## src/rtl/sync_hunt_pkg.sv

```systemverilog
package sync_hunt_pkg;

    typedef enum logic [1:0] {
        ST_HUNT  = 2'd0,
        ST_STRIP = 2'd1,
        ST_DATA  = 2'd2
    } hunt_state_t;

    localparam logic [2:0] SEL_MONO6 = 3'd0;
    localparam logic [2:0] SEL_MONO8 = 3'd1;
    localparam logic [2:0] SEL_BI12  = 3'd2;

    // Number of pattern bits compared for a select code.
    function automatic logic [4:0] window_bits(input logic [2:0] sel);
        logic [4:0] w;
        case (sel)
            SEL_MONO6: w = 5'd6;
            SEL_MONO8: w = 5'd8;
            SEL_BI12:  w = 5'd12;
            default:   w = 5'd16;
        endcase
        return w;
    endfunction

    // Character length in bits for a length code.
    function automatic logic [3:0] char_bits(input logic [1:0] code);
        return {2'b00, code} + 4'd5;
    endfunction

    function automatic logic is_external(input logic [2:0] sel);
        return sel[2];
    endfunction

endpackage

```

## src/rtl/sync_window.sv

```systemverilog
module sync_window #(
    parameter int WIN_W = 16,
    localparam int FILL_W = $clog2(WIN_W + 1)
) (
    input  logic              clk,
    input  logic              rst_n,
    input  logic              clr,
    input  logic              shift,
    input  logic              rx_bit,
    input  logic [WIN_W-1:0]  pattern,
    input  logic [FILL_W-1:0] width,
    output logic              hit
);

    logic [WIN_W-1:0]  win_q;
    logic [WIN_W-1:0]  win_nx;
    logic [WIN_W-1:0]  mask;
    logic [FILL_W-1:0] fill_q;
    logic [FILL_W-1:0] fill_nx;

    // One compare-enable bit per window position.
    for (genvar g = 0; g < WIN_W; g++) begin : g_mask
        assign mask[g] = (g < int'(width));
    end

    always_comb begin
        win_nx  = {win_q[WIN_W-2:0], rx_bit};
        fill_nx = (fill_q == FILL_W'(WIN_W)) ? fill_q : fill_q + 1'b1;
        hit     = shift && (fill_nx >= width)
                  && (((win_nx ^ pattern) & mask) == '0);
    end

    always_ff @(posedge clk) begin
        if (!rst_n || clr) begin
            win_q  <= '0;
            fill_q <= '0;
        end else if (shift) begin
            win_q  <= win_nx;
            fill_q <= fill_nx;
        end
    end

endmodule

```

## src/rtl/char_assembler.sv

```systemverilog
module char_assembler #(
    parameter int CHAR_MAX = 8,
    localparam int CNT_W = $clog2(CHAR_MAX + 1)
) (
    input  logic                clk,
    input  logic                rst_n,
    input  logic                clr,
    input  logic                run,
    input  logic                rx_bit,
    input  logic [CNT_W-1:0]    len,
    input  logic [CHAR_MAX-1:0] ref_char,
    output logic                done,
    output logic [CHAR_MAX-1:0] value,
    output logic                is_ref
);

    logic [CHAR_MAX-1:0] sr_q;
    logic [CHAR_MAX-1:0] shifted;
    logic [CHAR_MAX-1:0] mask;
    logic [CNT_W-1:0]    cnt_q;

    for (genvar g = 0; g < CHAR_MAX; g++) begin : g_mask
        assign mask[g] = (g < int'(len));
    end

    always_comb begin
        shifted = {sr_q[CHAR_MAX-2:0], rx_bit};
        value   = shifted & mask;
        done    = run && (cnt_q == (len - CNT_W'(1)));
        is_ref  = (value == (ref_char & mask));
    end

    always_ff @(posedge clk) begin
        if (!rst_n || clr) begin
            sr_q  <= '0;
            cnt_q <= '0;
        end else if (run) begin
            sr_q  <= shifted;
            cnt_q <= done ? '0 : cnt_q + 1'b1;
        end
    end

endmodule

```

## src/rtl/hunt_fsm.sv

```systemverilog
module hunt_fsm
    import sync_hunt_pkg::*;
#(
    parameter int CHAR_MAX = 8
) (
    input  logic                clk,
    input  logic                rst_n,
    input  logic                bit_en,
    input  logic                hunt_req,
    input  logic                ext_mode,
    input  logic                ext_sync,
    input  logic                hit,
    input  logic                char_done,
    input  logic                char_is_sync,
    input  logic [CHAR_MAX-1:0] char_val,
    output hunt_state_t         state_q,
    output logic                align,
    output logic                in_sync,
    output logic                sync_found,
    output logic                data_valid,
    output logic [CHAR_MAX-1:0] data_out
);

    hunt_state_t state_nx;
    logic        deliver;

    always_comb begin
        align    = 1'b0;
        deliver  = 1'b0;
        state_nx = state_q;
        if (hunt_req) begin
            state_nx = ST_HUNT;                          // re-hunt
        end else begin
            unique case (state_q)
                ST_HUNT: begin
                    if (bit_en && ext_mode && ext_sync) begin
                        align    = 1'b1;
                        state_nx = ST_DATA;              // external align
                    end else if (bit_en && !ext_mode && hit) begin
                        align    = 1'b1;
                        state_nx = ST_STRIP;             // pattern hit
                    end
                end
                ST_STRIP: begin
                    if (char_done && !char_is_sync) begin
                        deliver  = 1'b1;
                        state_nx = ST_DATA;              // first data char
                    end
                end
                ST_DATA: begin
                    deliver = char_done;
                end
                default: state_nx = ST_HUNT;
            endcase
        end
    end

    always_ff @(posedge clk) begin
        if (!rst_n) state_q <= ST_HUNT;
        else        state_q <= state_nx;
    end

    always_ff @(posedge clk) begin
        if (!rst_n) begin
            in_sync    <= 1'b0;
            sync_found <= 1'b0;
            data_valid <= 1'b0;
            data_out   <= '0;
        end else begin
            in_sync    <= (state_nx != ST_HUNT);
            sync_found <= align;
            data_valid <= deliver;
            if (deliver) data_out <= char_val;
        end
    end

endmodule

```

## src/rtl/sync_hunt_detector.sv

```systemverilog
module sync_hunt_detector
    import sync_hunt_pkg::*;
#(
    parameter int WIN_W    = 16,
    parameter int CHAR_MAX = 8
) (
    input  logic                clk,
    input  logic                rst_n,
    input  logic                bit_en,
    input  logic                rx_bit,
    input  logic [2:0]          sync_sel,
    input  logic [1:0]          char_len,
    input  logic [WIN_W-1:0]    sync_pattern,
    input  logic                ext_sync,
    input  logic                hunt_req,
    output logic                in_sync,
    output logic                sync_found,
    output logic                data_valid,
    output logic [CHAR_MAX-1:0] data_out
);

    localparam int FILL_W = $clog2(WIN_W + 1);
    localparam int CNT_W  = $clog2(CHAR_MAX + 1);

    hunt_state_t         state;
    logic                in_hunt;
    logic                ext_mode;
    logic                win_shift;
    logic                hit;
    logic                align;
    logic                asm_clr;
    logic                asm_run;
    logic                char_done;
    logic                char_is_sync;
    logic [CHAR_MAX-1:0] char_val;
    logic [FILL_W-1:0]   width_sel;
    logic [CNT_W-1:0]    len_sel;

    always_comb begin
        ext_mode  = is_external(sync_sel);
        width_sel = FILL_W'(window_bits(sync_sel));
        len_sel   = CNT_W'(char_bits(char_len));
        in_hunt   = (state == ST_HUNT);
        win_shift = in_hunt && bit_en && !hunt_req && !ext_mode;
        asm_run   = !in_hunt && bit_en && !hunt_req;
        asm_clr   = hunt_req || align;
    end

    sync_window #(.WIN_W(WIN_W)) u_window (
        .clk     (clk),
        .rst_n   (rst_n),
        .clr     (hunt_req),
        .shift   (win_shift),
        .rx_bit  (rx_bit),
        .pattern (sync_pattern),
        .width   (width_sel),
        .hit     (hit)
    );

    char_assembler #(.CHAR_MAX(CHAR_MAX)) u_asm (
        .clk      (clk),
        .rst_n    (rst_n),
        .clr      (asm_clr),
        .run      (asm_run),
        .rx_bit   (rx_bit),
        .len      (len_sel),
        .ref_char (sync_pattern[CHAR_MAX-1:0]),
        .done     (char_done),
        .value    (char_val),
        .is_ref   (char_is_sync)
    );

    hunt_fsm #(.CHAR_MAX(CHAR_MAX)) u_fsm (
        .clk          (clk),
        .rst_n        (rst_n),
        .bit_en       (bit_en),
        .hunt_req     (hunt_req),
        .ext_mode     (ext_mode),
        .ext_sync     (ext_sync),
        .hit          (hit),
        .char_done    (char_done),
        .char_is_sync (char_is_sync),
        .char_val     (char_val),
        .state_q      (state),
        .align        (align),
        .in_sync      (in_sync),
        .sync_found   (sync_found),
        .data_valid   (data_valid),
        .data_out     (data_out)
    );

endmodule

```

## config.mk

```make
export PLATFORM = sky130hd
export DESIGN_NAME = sync_hunt_detector
export DESIGN_NICKNAME = d
export VERILOG_FILES = /design/src/rtl/sync_hunt_pkg.sv /design/src/rtl/sync_window.sv /design/src/rtl/char_assembler.sv /design/src/rtl/hunt_fsm.sv /design/src/rtl/sync_hunt_detector.sv
export SDC_FILE = /design/constraint.sdc
export NUM_CORES = 1
export LEC_CHECK = 0
export BUFFER_PORTS_ARGS = -buffer_cell sky130_fd_sc_hd__buf_2
export CAP_MARGIN = 10
export CORE_MARGIN = 3
export CORE_UTILIZATION = 45
export CTS_BUF_LIST = sky130_fd_sc_hd__clkbuf_16
export DETAILED_ROUTE_END_ITERATION = 10
export GPL_ROUTABILITY_DRIVEN = 0
export PLACE_DENSITY = 0.66
export RECOVER_POWER = 50
export SLEW_MARGIN = 10
export SYNTH_ARGS = -nofsm -noshare
export SYNTH_HDL_FRONTEND = slang
export SYNTH_SLANG_ARGS = --single-unit
export TNS_END_PERCENT = 10
```

## constraint.sdc

```tcl
create_clock -name clk -period 2.4 [get_ports clk]
set_input_delay 0.36 -clock clk [delete_from_list [all_inputs] [get_ports clk]]
set_output_delay 0.36 -clock clk [all_outputs]
set_load 0.02 [all_outputs]
```

Word level (Yosys, flattened, before mapping)
Cells that the tools add are included.
W data, S select, Z words.
{"block": "op_classes", "order_cmp": 25, "eq_ne": 7, "div_mod_pow": 0, "bitwise_logic": 4, "reduce_logical": 25, "addsub": 4, "shift": 0, "mux": 15, "n_mul": 0}
{"operator": "$lt A4 B5 Y1 const A", "count": 8}
{"operator": "$lt A3 B5 Y1 const A", "count": 4}
{"operator": "$and A16 B16 Y16", "count": 1}
{"operator": "$and A8 B8 Y8", "count": 2}
{"operator": "$logic_not A16 Y1", "count": 1}
{"operator": "$lt A3 B4 Y1 const A", "count": 4}
{"operator": "$xor A16 B16 Y16", "count": 1}
{"operator": "$pmux W5 S3", "count": 1}
{"operator": "$logic_and A1 B1 Y1", "count": 13}
{"operator": "$lt A1 B5 Y1 const A", "count": 2}
{"operator": "$lt A2 B5 Y1 const A", "count": 2}
{"operator": "$eq A8 B8 Y1", "count": 1}
{"operator": "$lt A1 B4 Y1 const A", "count": 2}
{"operator": "$lt A2 B4 Y1 const A", "count": 2}
{"operator": "$mux W2", "count": 4}
{"operator": "$mux W1", "count": 6}
{"operator": "$pmux W2 S3", "count": 1}
{"operator": "$add A5 B1 Y5 const B", "count": 1}
{"operator": "$eq A5 B5 Y1 const B", "count": 1}
{"operator": "$ge A5 B5 Y1", "count": 1}
{"operator": "$logic_not A1 Y1", "count": 5}
{"operator": "$mux W5", "count": 1}
{"operator": "$add A2 B3 Y4 const B", "count": 1}
{"operator": "$add A4 B1 Y4 const B", "count": 1}
{"operator": "other kinds (12)", "count": 14}
{"block": "totals", "mem_bits_rw": 0, "output_inout_bits": 11, "mem_count": 0, "reg_bits": 44, "latchBits": 0, "wordCells": 89, "input_bits": 27, "rom_bits": 0}

Logic depth before layout (Yosys ltp)
Gate-level depths: netlist of run 1.
{"block": "depth", "depth_word": 13, "ltp_mapped": 11, "ltp_nobuf": 10}

By module
A second synthesis of run 1 with hierarchy kept.
{"block": "unflattened", "cells_unflattened": 311, "hier_area_um2": 2768.9}
{"module": "sync_window", "seq_area_each_um2": 400.4, "n_inst": 1, "area_per_inst_um2": 1277.5, "cells_each": 146}
{"module": "char_assembler", "seq_area_each_um2": 220.2, "n_inst": 1, "area_per_inst_um2": 805.8, "cells_each": 88}
{"module": "hunt_fsm", "seq_area_each_um2": 260.2, "n_inst": 1, "area_per_inst_um2": 599.3, "cells_each": 63}
{"module": "sync_hunt_detector", "seq_area_each_um2": 0.0, "n_inst": 1, "area_per_inst_um2": 86.3, "cells_each": 14}

Worst setup path after synthesis of run 1
Ideal clock, no wire load.
{"block": "synth_path", "path_type": "flip-flop to flip-flop", "startpoint": "register u_fsm.state_q[1]", "endpoint": "register u_fsm.data_out[0]", "required_time_ps": 2280, "synth_period_minus_slack_ps": 2187, "path_buffers": 2, "t_arrival_ps": 2067, "setup_ps": 120, "slack_ps": 213, "path_stages_with_launch": 10, "cell_sequence": "dfxtp_1 inv_1 ha_1 buf_6 nand4bb_4 nor4_4 or3b_1 buf_6 o21ai_1 a21oi_1"}
{"block": "synth_between", "elab_chain_len": 9, "word_cells_on_any_way": 11, "cone_classes": "2 x eq/ne; 3 x mux; 6 x reduce/logical"}
{"element": "start: declaration", "line": "hunt_fsm.sv:16", "rtl": "output hunt_state_t state_q,"}
{"element": "start signal: assignment", "line": "hunt_fsm.sv:60", "rtl": "else state_q <= state_nx;"}
{"element": "$logic_not A2 Y1", "line": "sync_hunt_detector.sv:43", "rtl": "in_hunt = (state == ST_HUNT);"}
{"element": "$logic_not A1 Y1", "line": "sync_hunt_detector.sv:45", "rtl": "asm_run = !in_hunt && bit_en && !hunt_req;"}
{"element": "$logic_and A1 B1 Y1 (2 in series)", "line": "sync_hunt_detector.sv:45"}
{"element": "$logic_and A1 B1 Y1", "line": "char_assembler.sv:29", "rtl": "done = run && (cnt_q == (len - CNT_W'(1)));"}
{"element": "$logic_and A1 B1 Y1", "line": "hunt_fsm.sv:45", "rtl": "if (char_done && !char_is_sync) begin"}
{"element": "$mux W1", "line": "hunt_fsm.sv:45"}
{"element": "$pmux W1 S2 (*)", "line": "hunt_fsm.sv:34", "rtl": "unique case (state_q)"}
{"element": "$mux W1 (*)", "line": "hunt_fsm.sv:31", "rtl": "if (hunt_req) begin"}
{"element": "end signal: assignment", "line": "hunt_fsm.sv:73", "rtl": "if (deliver) data_out <= char_val;"}
{"element": "end: declaration", "line": "hunt_fsm.sv:21", "rtl": "output logic [CHAR_MAX-1:0] data_out"}
Mark *: on every way between the ends. The rest lies on a longest branch, timed or not.
A chain may end at the register's enable or synchronous reset.

Worst setup path in the final report of run 1
{"block": "layout_path", "startpoint": "register u_window.fill_q[0]", "endpoint": "register u_fsm.sync_found"}
{"block": "layout_between", "elab_chain_len": 10, "word_cells_on_any_way": 11, "cone_classes": "1 x add/sub; 1 x order compare; 1 x eq/ne; 5 x mux; 3 x reduce/logical"}
{"element": "start: declaration", "line": "sync_window.sv:18", "rtl": "logic [FILL_W-1:0] fill_q;"}
{"element": "start signal: assignment", "line": "sync_window.sv:39", "rtl": "fill_q <= fill_nx;"}
{"element": "$add A5 B1 Y5 or $eq A5 B5 Y1 (tied branches)", "line": "sync_window.sv:28", "rtl": "fill_nx = (fill_q == FILL_W'(WIN_W)) ? fill_q : fill_q + 1'b1;"}
{"element": "$mux W5 (*)", "line": "sync_window.sv:28"}
{"element": "named net u_window.fill_nx[2]", "line": "sync_window.sv:19", "rtl": "logic [FILL_W-1:0] fill_nx;"}
{"element": "$ge A5 B5 Y1 (*)", "line": "sync_window.sv:29", "rtl": "hit = shift && (fill_nx >= width)"}
{"element": "$logic_and A1 B1 Y1 (*)", "line": "sync_window.sv:29"}
{"element": "$logic_and A1 B1 Y1 (*)", "line": "sync_window.sv:30", "rtl": "&& (((win_nx ^ pattern) & mask) == '0);"}
{"element": "$logic_and A1 B1 Y1 (*)", "line": "hunt_fsm.sv:39", "rtl": "end else if (bit_en && !ext_mode && hit) begin"}
{"element": "$mux W1 (*)", "line": "hunt_fsm.sv:39"}
{"element": "$mux W1 (*)", "line": "hunt_fsm.sv:36", "rtl": "if (bit_en && ext_mode && ext_sync) begin"}
{"element": "$mux W1 (*)", "line": "hunt_fsm.sv:34"}
{"element": "$mux W1 (*)", "line": "hunt_fsm.sv:31"}
{"element": "end signal: assignment", "line": "hunt_fsm.sv:71", "rtl": "sync_found <= align;"}
{"element": "end: declaration", "line": "hunt_fsm.sv:19", "rtl": "output logic sync_found,"}
The timed path passes the listed nets; every way through them passes the cells marked *.

==> impl_metrics.env, run 1 <==
export IMPL_filler_cell_count=526
export IMPL_dr_pass1_iters=4
export IMPL_fin_crit_ps=2220
export IMPL_hpwl_um=4250
export IMPL_area_delta_synth_final_pct=16.8
export IMPL_ff2ff_setup_slack_ps=180
export IMPL_drive_above_1_share_pct=15.4
export IMPL_slew_violations=0
export IMPL_fp_coreArea_um2=5200
export IMPL_cts_tree="yes"
export IMPL_drtIter0Drc=134
export IMPL_clk_latency_ps=290
export IMPL_cts_root_buf="clkbuf_16"
export IMPL_wl_per_cell_um=14.3
export IMPL_synthXorXnorAreaFrac_pct=11.0
export IMPL_r2r_end="u_fsm.sync_found"
export IMPL_cts_htree_levels=2
export IMPL_irDropWorstVdd_mv=0.397
export IMPL_synth_simple_area_share_pct=25.2
export IMPL_synthAdderAreaFrac_pct=6.10
export IMPL_rsz0062_at_grt="true"
export IMPL_fp_dieW_um=80.0
export IMPL_synth_area_mux_share_pct=2.85
export IMPL_skew_ps=5.82
export IMPL_crit_required_ps=2580
export IMPL_outcome="finished clean"
export IMPL_grt_start_max_net_pins=22
export IMPL_diodes=0
export IMPL_worst_setup_path_type="reg2reg"
export IMPL_grt_ovfl_total=0
export IMPL_syn_num_nets=329
export IMPL_p_seq_share_pct=44.8
export IMPL_fin_tns_setup_ps=0
export IMPL_worstReg2RegStart="u_window.fill_q[0]"
export IMPL_netlist_area_um2=2460
export IMPL_synth_warnings=0
export IMPL_vias=2194
export IMPL_clock_path_buffers=2
export IMPL_wl_um=5720
export IMPL_vias_per_cell=5.47
export IMPL_die_h_um=80.0
export IMPL_clock_power_share_pct=46.9
export IMPL_grt_total_usage_pct=18.8
export IMPL_hold_buffers=0
export IMPL_final_design_area_no_fill_um2=2880
export IMPL_arrival_ps=2400
export IMPL_nets=369
export IMPL_cp_max_fo=6
export IMPL_intPower_mw=1.27
export IMPL_avgSynthCellArea_um2=8.49
export IMPL_crit_path_start_kind="flop"
export IMPL_fin_cells=401
export IMPL_fmax_mhz=451
export IMPL_antenna_found_initial=0
export IMPL_io_buffers=37
export IMPL_leakage_nw=0.998
export IMPL_crit_start="u_window.fill_q[0]"
export IMPL_hold_path_class="in2reg"
export IMPL_hold_viol=0
export IMPL_min_from="rx_bit"
export IMPL_synth_compound_area_share_pct=15.0
export IMPL_dp_cells=393
export IMPL_relSlewSlack_pct=49.5
export IMPL_ys_ff_latch=44
export IMPL_io_pins=38
export IMPL_multi_input_area_um2=1480
export IMPL_ys_seq_area_share_pct=35.8
export IMPL_drc=0
export IMPL_cts_buffers=5
export IMPL_num_rows=26
export IMPL_async_flop_share_pct=0
export IMPL_comb_power_share_pct=8.3
export IMPL_synth_edf_count=0
export IMPL_finalCritPeriodShare_pct=92.5
export IMPL_p_sw_share_pct=22.3
export IMPL_clkSlewWorstSetupHoldPaths_ps=60
export IMPL_netlist_instances=290
export IMPL_drv_cap=0
export IMPL_synth_top_family_by_area="simple AND/OR/NAND/NOR gates"
export IMPL_synth_cell_types=45
export IMPL_setup_violations_final=0
export IMPL_endpoint="u_fsm.sync_found"
export IMPL_die_area_um2=6400
export IMPL_p_per_area_nw_per_um2=568
export IMPL_grt_pass1_wl_um=9450
export IMPL_cts_sinks=44
export IMPL_place_area_um2=2730
export IMPL_r2r_cells=9
export IMPL_seq_area_um2=881
export IMPL_worstMarginPinSlew_ps=755
export IMPL_initial_utilization_pct=47.3
export IMPL_p_sw_mw=0.364
export IMPL_grt_pass1_vias=2047
export IMPL_synth_flop_cell="dfxtp_1"
export IMPL_cp_end_kind="flop"
export IMPL_postRouteAntennaNets=0
-- critical path: stages, from the launching register on --
cell	delay (ps)
dfxtp_1	410
inv_1	70
ha_1	200
and4bb_2	250
nor2_1	170
ha_1	190
nand4_1	110
o211ai_1	210
nand3_1	190
a211oi_1	310
-- what timing repair did --
action                                  4_1_cts  5_1_grt
endpoints found under the setup margin        0       17
buffers inserted                              0        0
resized for setup                             0        1
endpoints found under the hold margin         0        0
-- flip-flops by register name (all words and copies together), names as in the netlist --
| name | flops |
|---|---|
| u_window.fill_q | 5 |
| u_fsm.data_out | 8 |
| u_fsm.data_valid | 1 |
| u_fsm.sync_found | 1 |
| u_asm.sr_q | 7 |
| u_fsm.in_sync | 1 |
| u_fsm.state_q | 2 |
| u_asm.cnt_q | 4 |
| u_window.win_q | 15 |
-- area by class of cell --
| type | instances | area share [%] |
|---|---|---|
| Sequential cell | 44 | 30.6 |
| Clock inverter | 3 | 1.35 |
| Tap cell | 70 | 3.04 |
| Inverter | 10 | 1.30 |
| Clock buffer | 5 | 4.35 |
| Multi-Input combinational cell | 224 | 51.5 |
| Timing Repair Buffer | 45 | 7.79 |
-- worst min-delay path by stage --
stage,to,slack (ps),cells after the start
finish,u_window.win_q[0],360,3
floorplan,u_window.win_q[14],450,2
global placement,u_fsm.data_out[4],460,2
global route,u_window.win_q[0],380,3
CTS,u_window.win_q[0],360,3
detailed placement,u_fsm.data_out[3],470,2
-- through the flow --
stage | hold slack [ps] | util [%] | worst slack [ps] | power, mW
2_1_floorplan | 449 | - | 213 | 0.827
3_3_place_gp | 460 | 52.5 | 77.0 | 0.883
3_5_place_dp | 471 | 52.5 | -10.6 | 0.884
4_1_cts | 364 | 55.6 | 105 | 1.66
5_1_grt | 380 | 55.3 | -10.8 | 1.69
6_report | 365 | 55.3 | 181 | 1.63
-- layer usage --
layer | track usage, % | vias up | wire (µm)
li1 | - | 1111 | -
met3 | 3.95 | 12 | 239
met2 | 31.2 | 53 | 2780
met5 | 0 | - | 0
met4 | 8.95 | 0 | 129
met1 | 23.1 | 1018 | 2580
-- layout by cell type, fill, tap and decap left out, types with 2 or more instances in the layout --
| cell | n |
|---|---|
| dfxtp_1 | 44 |
| nand3_1 | 11 |
| o21ai_0 | 4 |
| clkbuf_16 | 5 |
| nand4b_1 | 3 |
| nor2_1 | 9 |
| o21ai_1 | 8 |
| a41oi_1 | 2 |
| buf_2 | 26 |
| clkbuf_1 | 13 |
| a21oi_1 | 38 |
| o22ai_1 | 2 |
| buf_4 | 6 |
| nor4_1 | 2 |
| or2_2 | 2 |
| inv_1 | 10 |
| nor3_1 | 16 |
| xnor2_1 | 27 |
| or3_1 | 5 |
| mux2i_1 | 7 |
| xor2_1 | 4 |
| nand2_1 | 42 |
| o211ai_1 | 2 |
| ha_1 | 12 |
| and4bb_2 | 2 |
| nand4_1 | 6 |
| o2bb2ai_1 | 2 |
| nor4_4 | 2 |
-- synthesized netlist by cell type (all sizes together), types with 5 or more instances --
| cell type | n | share of area, % |
|---|---|---|
| o21ai | 12 | 2.4 |
| mux2i | 7 | 2.8 |
| inv | 9 | 1.4 |
| a21oi | 38 | 7.7 |
| nor2 | 9 | 1.4 |
| nand3 | 11 | 2.2 |
| nand4 | 6 | 1.5 |
| nand2 | 42 | 6.4 |
| clkbuf | 7 | 1.1 |
| nor3 | 16 | 3.3 |
| buf | 5 | 1.5 |
| ha | 12 | 6.1 |
| xnor2 | 27 | 9.6 |
| dfxtp | 44 | 36 |
| or3 | 5 | 1.3 |
-- logic make-up after synthesis --
family | Yosys count
simple gates | 109
compound gates | 65
flops | 44
xor+xnor | 31
buf+inv | 22
fa+ha+maj | 12
mux | 7
-- power by group through the flow --
stage | Clock [mW] | Combinational [mW] | Sequential [mW]
3_3_place_gp | 0 | 0.134 | 0.749
4_1_cts | 0.789 | 0.137 | 0.732
3_5_place_dp | 0 | 0.135 | 0.749
6_report | 0.767 | 0.135 | 0.732
2_1_floorplan | 0 | 0.0776 | 0.749
5_1_grt | 0.812 | 0.150 | 0.732
No activity file was read; power rests on OpenSTA's default activity.
==> run 2: changes to the inputs <==
CTS_BUF_LIST = not set   (was sky130_fd_sc_hd__clkbuf_16)
==> run 2 against run 1 <==
Compared with the run above: utilization is 1.1 points lower; register-to-register slack better by 30 ps; total power fell by 12%; routed wire length shrank 3.7%; cell count unchanged; worst setup slack better by 29 ps; combinational power hardly changed; die area stayed put; sequential power is essentially flat; sequential share of layout area increased by 0.63 points; fmax is 1.3% higher; cell area down 2.0%; largest cell class unchanged; largest power group is now sequential cells.
==> impl_metrics.env, run 2 (synthesized netlist as in run 1, its figures left out) <==
export IMPL_top_regs="u_window.win_q: 15 flops, u_fsm.data_out: 8 flops, u_asm.sr_q: 7 flops"
export IMPL_fmax_mhz=457
export IMPL_cts_root_buf="clkbuf_8"
export IMPL_grt_pass1_vias=2011
export IMPL_relSlewSlack_pct=52.0
export IMPL_die_area_um2=6400
export IMPL_r2r_end="u_asm.sr_q[1]"
export IMPL_hold_path_class="in2reg"
export IMPL_seq_area_um2=881
export IMPL_top_register="u_window.win_q"
export IMPL_rsz0062_at_grt="false"
export IMPL_cts_resized_gates=0
export IMPL_drive_above_1_share_pct=15.4
export IMPL_drc=0
export IMPL_clock_path_buffers=2
export IMPL_filler_cell_count=531
export IMPL_slew_violations=0
export IMPL_diodes=0
export IMPL_whs_ps=350
export IMPL_area_delta_synth_final_pct=14.5
export IMPL_clk_latency_ps=300
export IMPL_multi_input_area_um2=1480
export IMPL_wl_um=5510
export IMPL_arrival_ps=2370
export IMPL_worstReg2RegStart="u_window.fill_q[0]"
export IMPL_wl_per_cell_um=13.7
export IMPL_clkSlewWorstSetupHoldPaths_ps=80
export IMPL_drtIter0Drc=137
export IMPL_io_pins=38
export IMPL_cp_end_kind="flop"
export IMPL_antenna_found_initial=0
export IMPL_die_h_um=80.0
export IMPL_skew_ps=10.9
export IMPL_setup_violations_final=0
export IMPL_nets=369
export IMPL_grt_total_usage_pct=18.1
export IMPL_cts_tree="yes"
export IMPL_crit_start="u_window.fill_q[0]"
export IMPL_crit_path_start_kind="flop"
export IMPL_vias=2146
export IMPL_hold_viol=0
export IMPL_worst_setup_path_type="reg2reg"
export IMPL_initial_utilization_pct=47.3
export IMPL_largest_register_ffs=15
export IMPL_r2r_cells=9
export IMPL_postRouteAntennaNets=0
export IMPL_cts_sinks=44
export IMPL_grt_start_max_net_pins=22
export IMPL_vias_per_cell=5.35
export IMPL_cp_max_fo=11
export IMPL_ff2ff_setup_slack_ps=210
export IMPL_crit_required_ps=2580
export IMPL_irDropWorstVdd_mv=0.327
export IMPL_io_buffers=37
export IMPL_endpoint="u_asm.sr_q[1]"
export IMPL_place_area_um2=2730
export IMPL_hpwl_um=4250
export IMPL_cts_htree_levels=2
export IMPL_final_cell_mix="dfxtp_1 (44), nand2_1 (42), a21oi_1 (38), xnor2_1 (27), buf_2 (26)"
export IMPL_p_per_area_nw_per_um2=508
export IMPL_final_common_cell="dfxtp_1"
export IMPL_worstMarginPinSlew_ps=718
export IMPL_cts_buffers=5
export IMPL_drv_cap=0
export IMPL_num_rows=26
export IMPL_grt_ovfl_total=0
export IMPL_leakage_nw=0.968
export IMPL_dr_pass1_iters=4
export IMPL_outcome="finished clean"
export IMPL_final_design_area_no_fill_um2=2820
export IMPL_fin_crit_ps=2190
export IMPL_fp_dieW_um=80.0
export IMPL_grt_pass1_wl_um=9160
export IMPL_postCtsSetupRepairBufs=0
export IMPL_finalCritPeriodShare_pct=91.3
export IMPL_hold_buffers=0
export IMPL_fp_coreArea_um2=5200
## run 2: cell types whose count changed in the layout (fill, tap and decap cells not counted), sizes merged
cell	change
clkbuf	+1
inv	-1
## run 2: stage by stage
stage,TNS (ps),utilization [%],worst slack (ps),instances,total power [mW]
CTS,0,54.6,120,401,1.46
floorplan,0,-,213,290,0.827
detailed placement,-10.6,52.5,-10.6,393,0.884
global route,0,54.2,8.46,401,1.49
global placement,0,52.5,77.0,393,0.883
finish,0,54.2,210,401,1.43
## run 2: metal layers
layer / track usage [%] / share of wire [%] / up-vias
met5: 0 / 0 / -
met4: 8.61 / 2.7 / 0
met3: 3.61 / 3.9 / 13
met2: 29.6 / 48 / 42
met1: 22.7 / 46 / 983
li1: - / - / 1108
## run 2: cell type report
cell class	count	share of cell area, %
inverter	10	1.33
multi-input combinational	224	52.6
clock buffer	6	2.57
clock inverter	2	1.24
sequential	44	31.2
tap	70	3.11
timing repair buffer	45	7.94
## run 2: worst min path at each step
stage / startpoint / end / slack (ps) / cells after the start
2_1_floorplan: u_window.win_q[14] / u_window.win_q[14] / 450 / 2
3_3_place_gp: u_fsm.data_out[4] / u_fsm.data_out[4] / 460 / 2
3_5_place_dp: u_fsm.data_out[3] / u_fsm.data_out[3] / 470 / 2
4_1_cts: rx_bit / u_window.win_q[0] / 340 / 3
5_1_grt: rx_bit / u_fsm.data_out[0] / 360 / 3
6_report: rx_bit / u_window.win_q[0] / 350 / 3
## run 2: power by group
part	switching (mW)	leakage [nW]	total (mW)	internal, mW
Sequential	0.000975	0.354	0.731	0.730
Combinational	0.0793	0.558	0.133	0.0541
Clock	0.257	0.0552	0.566	0.309
## run 2: worst max-delay path, stage by stage, from the launching register on
cell and delay (ps):
dfxtp_1 420, inv_1 70, ha_1 200, and4bb_2 250, nor2_1 160, ha_1 180
nand4_1 90, o211ai_1 190, and4_2 420, nor3_1 90
